## src/rtl/nvseq_pkg.sv

```systemverilog
package nvseq_pkg;
    localparam int ADDR_W     = 13;
    localparam int PREFIX_LEN = 5;
    localparam int STEP_W     = $clog2(PREFIX_LEN + 1);

    localparam logic [12:0] STORE_KEY  = 13'h0F0F;
    localparam logic [12:0] RECALL_KEY = 13'h0F0E;

    // Ordered prefix of the unlock run; order is behaviour.
    function automatic logic [12:0] prefix_key(input int idx);
        case (idx)
            0:       return 13'h0000;
            1:       return 13'h1555;
            2:       return 13'h0AAA;
            3:       return 13'h1FFF;
            default: return 13'h10F0;
        endcase
    endfunction

    typedef struct packed {
        logic [STEP_W-1:0] step;
        logic              store;
        logic              recall;
    } nvseq_state_t;
endpackage

```

## src/rtl/nvseq_keymatch.sv

```systemverilog
module nvseq_keymatch
    import nvseq_pkg::*;
#(
    parameter int AW  = ADDR_W,
    parameter int NPF = PREFIX_LEN
) (
    input  logic [AW-1:0]  addr,
    output logic [NPF-1:0] prefix_hit,
    output logic           store_hit,
    output logic           recall_hit
);
    for (genvar g = 0; g < NPF; g++) begin : g_prefix
        assign prefix_hit[g] = (addr == AW'(prefix_key(g)));
    end

    assign store_hit  = (addr == AW'(STORE_KEY));
    assign recall_hit = (addr == AW'(RECALL_KEY));
endmodule

```

## src/rtl/nvseq_tracker.sv

```systemverilog
module nvseq_tracker
    import nvseq_pkg::*;
#(
    parameter int NPF = PREFIX_LEN,
    parameter int SW  = STEP_W
) (
    input  logic           clk,
    input  logic           rst_n,
    input  logic           acc_vld,
    input  logic           acc_wr,
    input  logic           busy,
    input  logic [NPF-1:0] prefix_hit,
    input  logic           store_hit,
    input  logic           recall_hit,
    output logic [SW-1:0]  step,
    output logic           store_req,
    output logic           recall_req
);
    localparam logic [SW-1:0] LAST = SW'(NPF);

    typedef struct packed {
        logic [SW-1:0] step;
        logic          store;
        logic          recall;
    } trk_t;

    trk_t cur_q, nxt_d;
    logic exp_hit_d;
    logic [SW-1:0] restart_d;

    always_comb begin
        exp_hit_d = 1'b0;
        for (int i = 0; i < NPF; i++) begin
            if (cur_q.step == SW'(i)) exp_hit_d = prefix_hit[i];
        end
        restart_d = prefix_hit[0] ? SW'(1) : '0;

        nxt_d        = cur_q;
        nxt_d.store  = 1'b0;
        nxt_d.recall = 1'b0;
        if (busy) begin
            nxt_d.step = '0;
        end else if (acc_vld) begin
            if (acc_wr) begin
                nxt_d.step = '0;
            end else if (cur_q.step == LAST) begin
                nxt_d.step   = (store_hit || recall_hit) ? '0 : restart_d;
                nxt_d.store  = store_hit;
                nxt_d.recall = recall_hit;
            end else if (exp_hit_d) begin
                nxt_d.step = cur_q.step + SW'(1);
            end else begin
                nxt_d.step = restart_d;
            end
        end
    end

    always_ff @(posedge clk) begin
        if (!rst_n) cur_q <= '0;
        else        cur_q <= nxt_d;
    end

    assign step       = cur_q.step;
    assign store_req  = cur_q.store;
    assign recall_req = cur_q.recall;

    a_r3_one_request: assert property (@(posedge clk) disable iff (!rst_n)
        !(store_req && recall_req));
    a_r3_store_after_last: assert property (@(posedge clk) disable iff (!rst_n)
        acc_vld && !busy && !acc_wr && step == LAST && store_hit |=> store_req && step == '0);
    a_r4_recall_after_last: assert property (@(posedge clk) disable iff (!rst_n)
        acc_vld && !busy && !acc_wr && step == LAST && recall_hit |=> recall_req && step == '0);
    a_r5_write_clears: assert property (@(posedge clk) disable iff (!rst_n)
        acc_vld && acc_wr && !busy |=> step == '0 && !store_req && !recall_req);
    a_r9_busy_idle: assert property (@(posedge clk) disable iff (!rst_n)
        busy |=> step == '0 && !store_req && !recall_req);
    a_r10_hold_no_strobe: assert property (@(posedge clk) disable iff (!rst_n)
        !acc_vld && !busy |=> $stable(step) && !store_req && !recall_req);
    a_r2_bounded: assert property (@(posedge clk) disable iff (!rst_n)
        step <= LAST);
endmodule

```

## src/rtl/nvseq_detect.sv

```systemverilog
module nvseq_detect
    import nvseq_pkg::*;
#(
    parameter int AW  = ADDR_W,
    parameter int NPF = PREFIX_LEN,
    localparam int SW = $clog2(NPF + 1)
) (
    input  logic          clk,
    input  logic          rst_n,
    input  logic          acc_vld,
    input  logic          acc_wr,
    input  logic [AW-1:0] acc_addr,
    input  logic          busy,
    output logic [SW-1:0] progress,
    output logic          store_req,
    output logic          recall_req
);
    logic [NPF-1:0] prefix_hit;
    logic           store_hit;
    logic           recall_hit;

    nvseq_keymatch #(.AW(AW), .NPF(NPF)) i_match (
        .addr       (acc_addr),
        .prefix_hit (prefix_hit),
        .store_hit  (store_hit),
        .recall_hit (recall_hit)
    );

    nvseq_tracker #(.NPF(NPF), .SW(SW)) i_track (
        .clk        (clk),
        .rst_n      (rst_n),
        .acc_vld    (acc_vld),
        .acc_wr     (acc_wr),
        .busy       (busy),
        .prefix_hit (prefix_hit),
        .store_hit  (store_hit),
        .recall_hit (recall_hit),
        .step       (progress),
        .store_req  (store_req),
        .recall_req (recall_req)
    );

    a_r1_reset_idle: assert property (@(posedge clk)
        !rst_n |=> progress == '0 && !store_req && !recall_req);
endmodule

```

## config.mk

```make
export PLATFORM = sky130hd
export DESIGN_NAME = nvseq_detect
export DESIGN_NICKNAME = d
export VERILOG_FILES = /design/src/rtl/nvseq_pkg.sv /design/src/rtl/nvseq_keymatch.sv /design/src/rtl/nvseq_tracker.sv /design/src/rtl/nvseq_detect.sv
export SDC_FILE = /design/constraint.sdc
export NUM_CORES = 1
export LEC_CHECK = 0
export ABC_AREA = 1
export BUFFER_PORTS_ARGS = -buffer_cell sky130_fd_sc_hd__buf_2
export CAP_MARGIN = 25
export CORE_AREA = 4 4 41 43
export DETAILED_ROUTE_END_ITERATION = 10
export DIE_AREA = 0 0 45 47
export PLACE_DENSITY = 0.72
export SLEW_MARGIN = 20
export SYNTH_ARGS = -nofsm -noshare
export SYNTH_HDL_FRONTEND = slang
export SYNTH_SLANG_ARGS = --single-unit
export TNS_END_PERCENT = 20
```

## constraint.sdc

```tcl
create_clock -name clk -period 2.1 [get_ports clk]
set_input_delay 0.105 -clock clk [delete_from_list [all_inputs] [get_ports clk]]
set_output_delay 0.105 -clock clk [all_outputs]
set_load 0.1 [all_outputs]
```

---- Word level (Yosys, flattened, before mapping) ----
Cells that the tools add are included.
W data, S select, Z words.
cells by class
  add/sub/neg operators ................... 1
  div/mod/pow operators ................... 0
  reduce and logical (&&, ||, !) cells .... 5
  equal/unequal tests ..................... 11
  bitwise logic cells ..................... 3
  multiplexer cells ....................... 10
  shifts and indexed selects .............. 0
  $lt $le $gt $ge ......................... 0
  $mul .................................... 0
operators with widths
  operator                number
  $eq A13 B12 Y1 const B  3
  $eq A13 B13 Y1 const B  3
  $logic_not A13 Y1       1
  $mux W3                 4
  $eq A3 B2 Y1 const B    2
  $eq A3 B3 Y1 const B    2
  $mux W1                 6
  $reduce_or A5 Y1        1
  $add A3 B1 Y3 const B   1
  $eq A3 B1 Y1 const B    1
  $logic_not A3 Y1        1
  $not A1 Y1              3
  $reduce_or A2 Y1        1
  $logic_or A1 B1 Y1      1
word-level totals
  word-level logic and storage cells ...... 33
  flip-flop bits (word level) ............. 5
  memory bits (writable) .................. 0
  bits in read-only memories .............. 0
  output and inout bits ................... 5
  memories ................................ 0
  latch bits .............................. 0
  input bits .............................. 18

---- Longest topological paths before layout ----
  word-level depth ........................ 9
  mapped depth ............................ 14
  gate-level depth less buffers ........... 14

---- Cells and area by module ----
A second synthesis with hierarchy kept.
second synthesis, totals
  cells, all modules ...................... 110
  area total of the unflattened synthesis .. 583.1 µm²
modules (own cells, without submodules)
  module          cells each  area each (µm²)  instances  seq. area each (µm²)
  nvseq_tracker   59          376.6            1          100.1
  nvseq_keymatch  51          206.4            1          0.0

---- Worst setup path before layout ----
Ideal clock, no wire load.
  path kind ............................... flip-flop to flip-flop
  start point ............................. register i_track.cur_q (netlist bit i_track.step[0])
  end point ............................... register i_track.cur_q (netlist bit i_track.step[0])
  path slack .............................. -156 ps
  stages on the path, launching flop included .. 15
  period minus slack after synthesis ...... 2256 ps
  data arrival time ....................... 2139 ps
  path buffers ............................ 0
  setup time .............................. 117 ps
  required time ........................... 1983 ps
  cell sequence ........................... dfxtp_1 inv_1 ha_1 nand2_1 nor2_1 nand3_1 nand3_1 nand2_1 nand2_1 nand2_2 nand2_2 nand2_2 nand3_1 nand2_1 a21oi_2
on the way
  word-level cells in the longest chain between the ends .. 9
  elaborated cells on any way between the ends .. 15
  classes of those cells .................. add/sub (1); eq/ne (5); mux (8); reduce/logical (1)
RTL lines
  element                 line                 text
  from (decl)             nvseq_tracker.sv:27  trk_t cur_q, nxt_d;
  from (signal assigned)  nvseq_tracker.sv:60  else cur_q <= nxt_d;
  $logic_not A3 Y1        nvseq_tracker.sv:34  if (cur_q.step == SW'(i)) exp_hit_d = prefix_hit[i];
  $mux W1 (5 in a row)    nvseq_tracker.sv:34
  $mux W3                 nvseq_tracker.sv:50  end else if (exp_hit_d) begin
  $mux W3 *               nvseq_tracker.sv:46  end else if (cur_q.step == LAST) begin
  $mux W3 *               nvseq_tracker.sv:44  if (acc_wr) begin
Mark *: on every way between the ends. The rest lies on a longest branch, timed or not.
A chain may end at the register's enable or synchronous reset.

---- Worst setup path in the final report ----
  start point ............................. register i_track.cur_q (netlist bit i_track.step[1])
  end point ............................... register i_track.cur_q (netlist bit i_track.step[0])
Same word-level chain as after synthesis.

==> impl_metrics.json <==
{
  "drive_above_1_share_pct": 31.7,
  "viasPerCell": 4.78,
  "tightest_slew_ns": 0.486,
  "clock.fmax_ghz": 0.666,
  "max_cap_violations": 0,
  "avgSynthCellArea_sq_um": 5.80,
  "clock_latency_ns": 0.24,
  "synth.yosys.warnings": 0,
  "fin_hold_ws_ns": 0.162,
  "final.setup.tns_ns": 0,
  "setup_ws_ns": 0.599,
  "clockBufferDepth": 2,
  "path_buf_inv": 1,
  "drt_iter0_markers": 9,
  "core_sq_um": 1300,
  "synth-seq-area-share_pct": 17.8,
  "rsz0062_at_grt": "no",
  "powerDensity_nw_per_um2": 347,
  "dpl-instance-area_sq_um": 694,
  "multi_input_area_sq_um": 399,
  "required_ns": 2.27,
  "numPortBuffers": 22,
  "synth_seq_cells": 5,
  "syn_nets": 120,
  "nFillCells": 135,
  "fp.dieArea_sq_um": 2120,
  "vdd.ir_drop.worst_uv": 290,
  "place_ws_ns": 0.590,
  "cts-htree-levels": 1,
  "dr_total_vias": 660,
  "rows": 13,
  "synth_cell_types": 16,
  "grt_overflow_total": 0,
  "cts_buffers": 3,
  "final_nets": 147,
  "track_usage_pct": 14.4,
  "first_pass_iters": 3,
  "final-seq-area_sq_um": 103,
  "place.gp.congestion": 0.819,
  "crit_chain": "inv_1 -> ha_1 -> nand3_1 -> nor2_1 -> nand2_1 -> nand3_1 -> nand2_1 -> nand2_1 -> nand2_2 -> nand2_2 -> nand2_2 -> nand3_1 -> nand2_1 -> a21oi_2",
  "fin_crit_sh_pct": 71.5,
  "grt_max_degree": 6,
  "routedWlPerCell_um": 9.70,
  "cp_data_arrival_time_ns": 1.67,
  "worstSetupPathType": "flop to flop",
  "cts_resized": 0,
  "crit_family": "simple AND/OR/NAND/NOR gates",
  "syn_inst": 97,
  "fin_area_sq_um": 721,
  "grt_pass1_wl_um": 2280,
  "cp-end-kind": "flop",
  "cts_tree": "built",
  "initial_core_util_pct": 43.3,
  "cpPeakStageDelay_ns": 0.33,
  "crit_top_cell": "nand2_1",
  "finalWirelength_um": 1340,
  "slowest_stage": "dfxtp_2",
  "max_slew_margin_pct": 67.9,
  "netlist_area_sq_um": 563,
  "drv_slew": 0,
  "cts_sinks": 5,
  "finClkSkew_ns": 0.00200,
  "die_y_um": 47,
  "cts_setup_buffers": 0,
  "pin_count": 23,
  "dp_hpwl_um": 1190,
  "leakage_uw": 0.000373,
  "hold_buffers": 0,
  "grt_pass1_vias": 561,
  "min_period_ns": 1.50,
  "antenna_left": 0,
  "status": "finished clean",
  "cts_root_buffer": "clkbuf_4",
  "crit_fanout": 5,
  "hp-class": "input pin to flop",
  "fin_util_pct": 55.4,
  "critical_path.startpoint_type": "flop",
  "die_w_um": 45,
  "drc": 0,
  "diodes": 0,
  "syn_to_final_growth_pct": 28.0,
  "path_clk_slew_ns": 0.04,
  "setup_viol": 0,
  "hold_viol_final": 0,
  "antenna_found_initial": 0
}
state kept, by name, summed over array words and instances (netlist names):
name                flops
i_track.store_req       1
i_track.recall_req      1
i_track.step            3
synthesized netlist by cell type:
| master | instances | area [sq um] |
|---|---|---|
| nand2_1 | 23 | 86.3 |
| nor2_1 | 18 | 67.6 |
| inv_1 | 14 | 52.6 |
| nand3_1 | 10 | 50.1 |
| dfxtp_1 | 5 | 100 |
| ha_1 | 5 | 62.6 |
| nand4_1 | 4 | 25.0 |
| inv_2 | 3 | 11.3 |
| nand2_2 | 3 | 18.8 |
| nor3_2 | 3 | 30.0 |
| a21oi_1 | 2 | 10.0 |
| a21oi_2 | 2 | 17.5 |
| nor4_1 | 2 | 12.5 |
| nor2_2 | 1 | 6.26 |
| nor3_1 | 1 | 5.00 |
| o21a_1 | 1 | 7.51 |
placed cells by master, fill, tap and decap left out:
cell type  Yosys  final
nor2_2         1      1
clkbuf_1       0      1
nor3_1         1      1
inv_2          3      3
nand4_1        4      4
dfxtp_2        0      2
nand2_1       23     23
buf_2          0     22
a21oi_2        2      2
a21oi_1        2      2
inv_1         14     14
nor3_2         3      3
nor4_1         2      2
nand2_2        3      3
o21a_1         1      1
nand3_1       10     10
ha_1           5      5
nor2_1        18     18
dfxtp_1        5      3
clkbuf_4       0      3
layer usage:
metal  part of all wire, %  vias up  track usage, %  wire length [um]
met5                     0        -               0                 0
met3                   7.3        0            5.75                98
met1                    44      279            16.9               590
met2                    49       16            26.3               650
met4                     0        0               0                 0
li1                      -      365               -                 -
cell families after synthesis:
logic type | count (synthesis) | synth area share [%]
AOI/OAI and AO/OA | 5 | 6.22
adders and majority gates | 5 | 11.1
buffers and inverters | 17 | 11.3
DFF | 5 | 17.8
and+or+nand+nor | 65 | 53.6
layout make-up:
class / count / area share, %
tap: 15 / 2.60
clock buffer: 4 / 3.65
sequential: 5 / 14.2
inverter: 17 / 8.85
multi-input combinational: 75 / 55.4
timing repair buffer: 22 / 15.3
power by group:
group / switching (uW) / internal (uW) / total [uW]
combinational: 28.5 / 19.2 / 47.7
clock: 35.5 / 71.6 / 107
sequential: 0.000867 / 95.3 / 95.3
total: 64.1 / 186 / 250
worst paths after layout:
kind              depth (start not counted)  slack (ns)       startpoint               to
hold reg to reg                           2        0.49  i_track.step[1]  i_track.step[1]
setup / recovery                         14        0.60  i_track.step[1]  i_track.step[0]
setup reg to reg                         14        0.60  i_track.step[1]  i_track.step[0]
hold / removal                            4        0.16             busy  i_track.step[0]
through the flow:
stage / std cells / total power (uW)
floorplan: 97 / 118
global placement: 134 / 143
detailed placement: 134 / 144
CTS: 138 / 255
global route: 138 / 267
finish: 138 / 250
worst register-to-register path, stage by stage, from the launching register on:
cell and delay, ns:
dfxtp_2 0.33, inv_1 0.07, ha_1 0.19, nand3_1 0.09, nor2_1 0.10, nand2_1 0.06, nand3_1 0.07, nand2_1 0.05
nand2_1 0.06, nand2_2 0.05, nand2_2 0.07, nand2_2 0.04, nand3_1 0.05, nand2_1 0.06, a21oi_2 0.11
No activity file was read; power rests on OpenSTA's default activity.
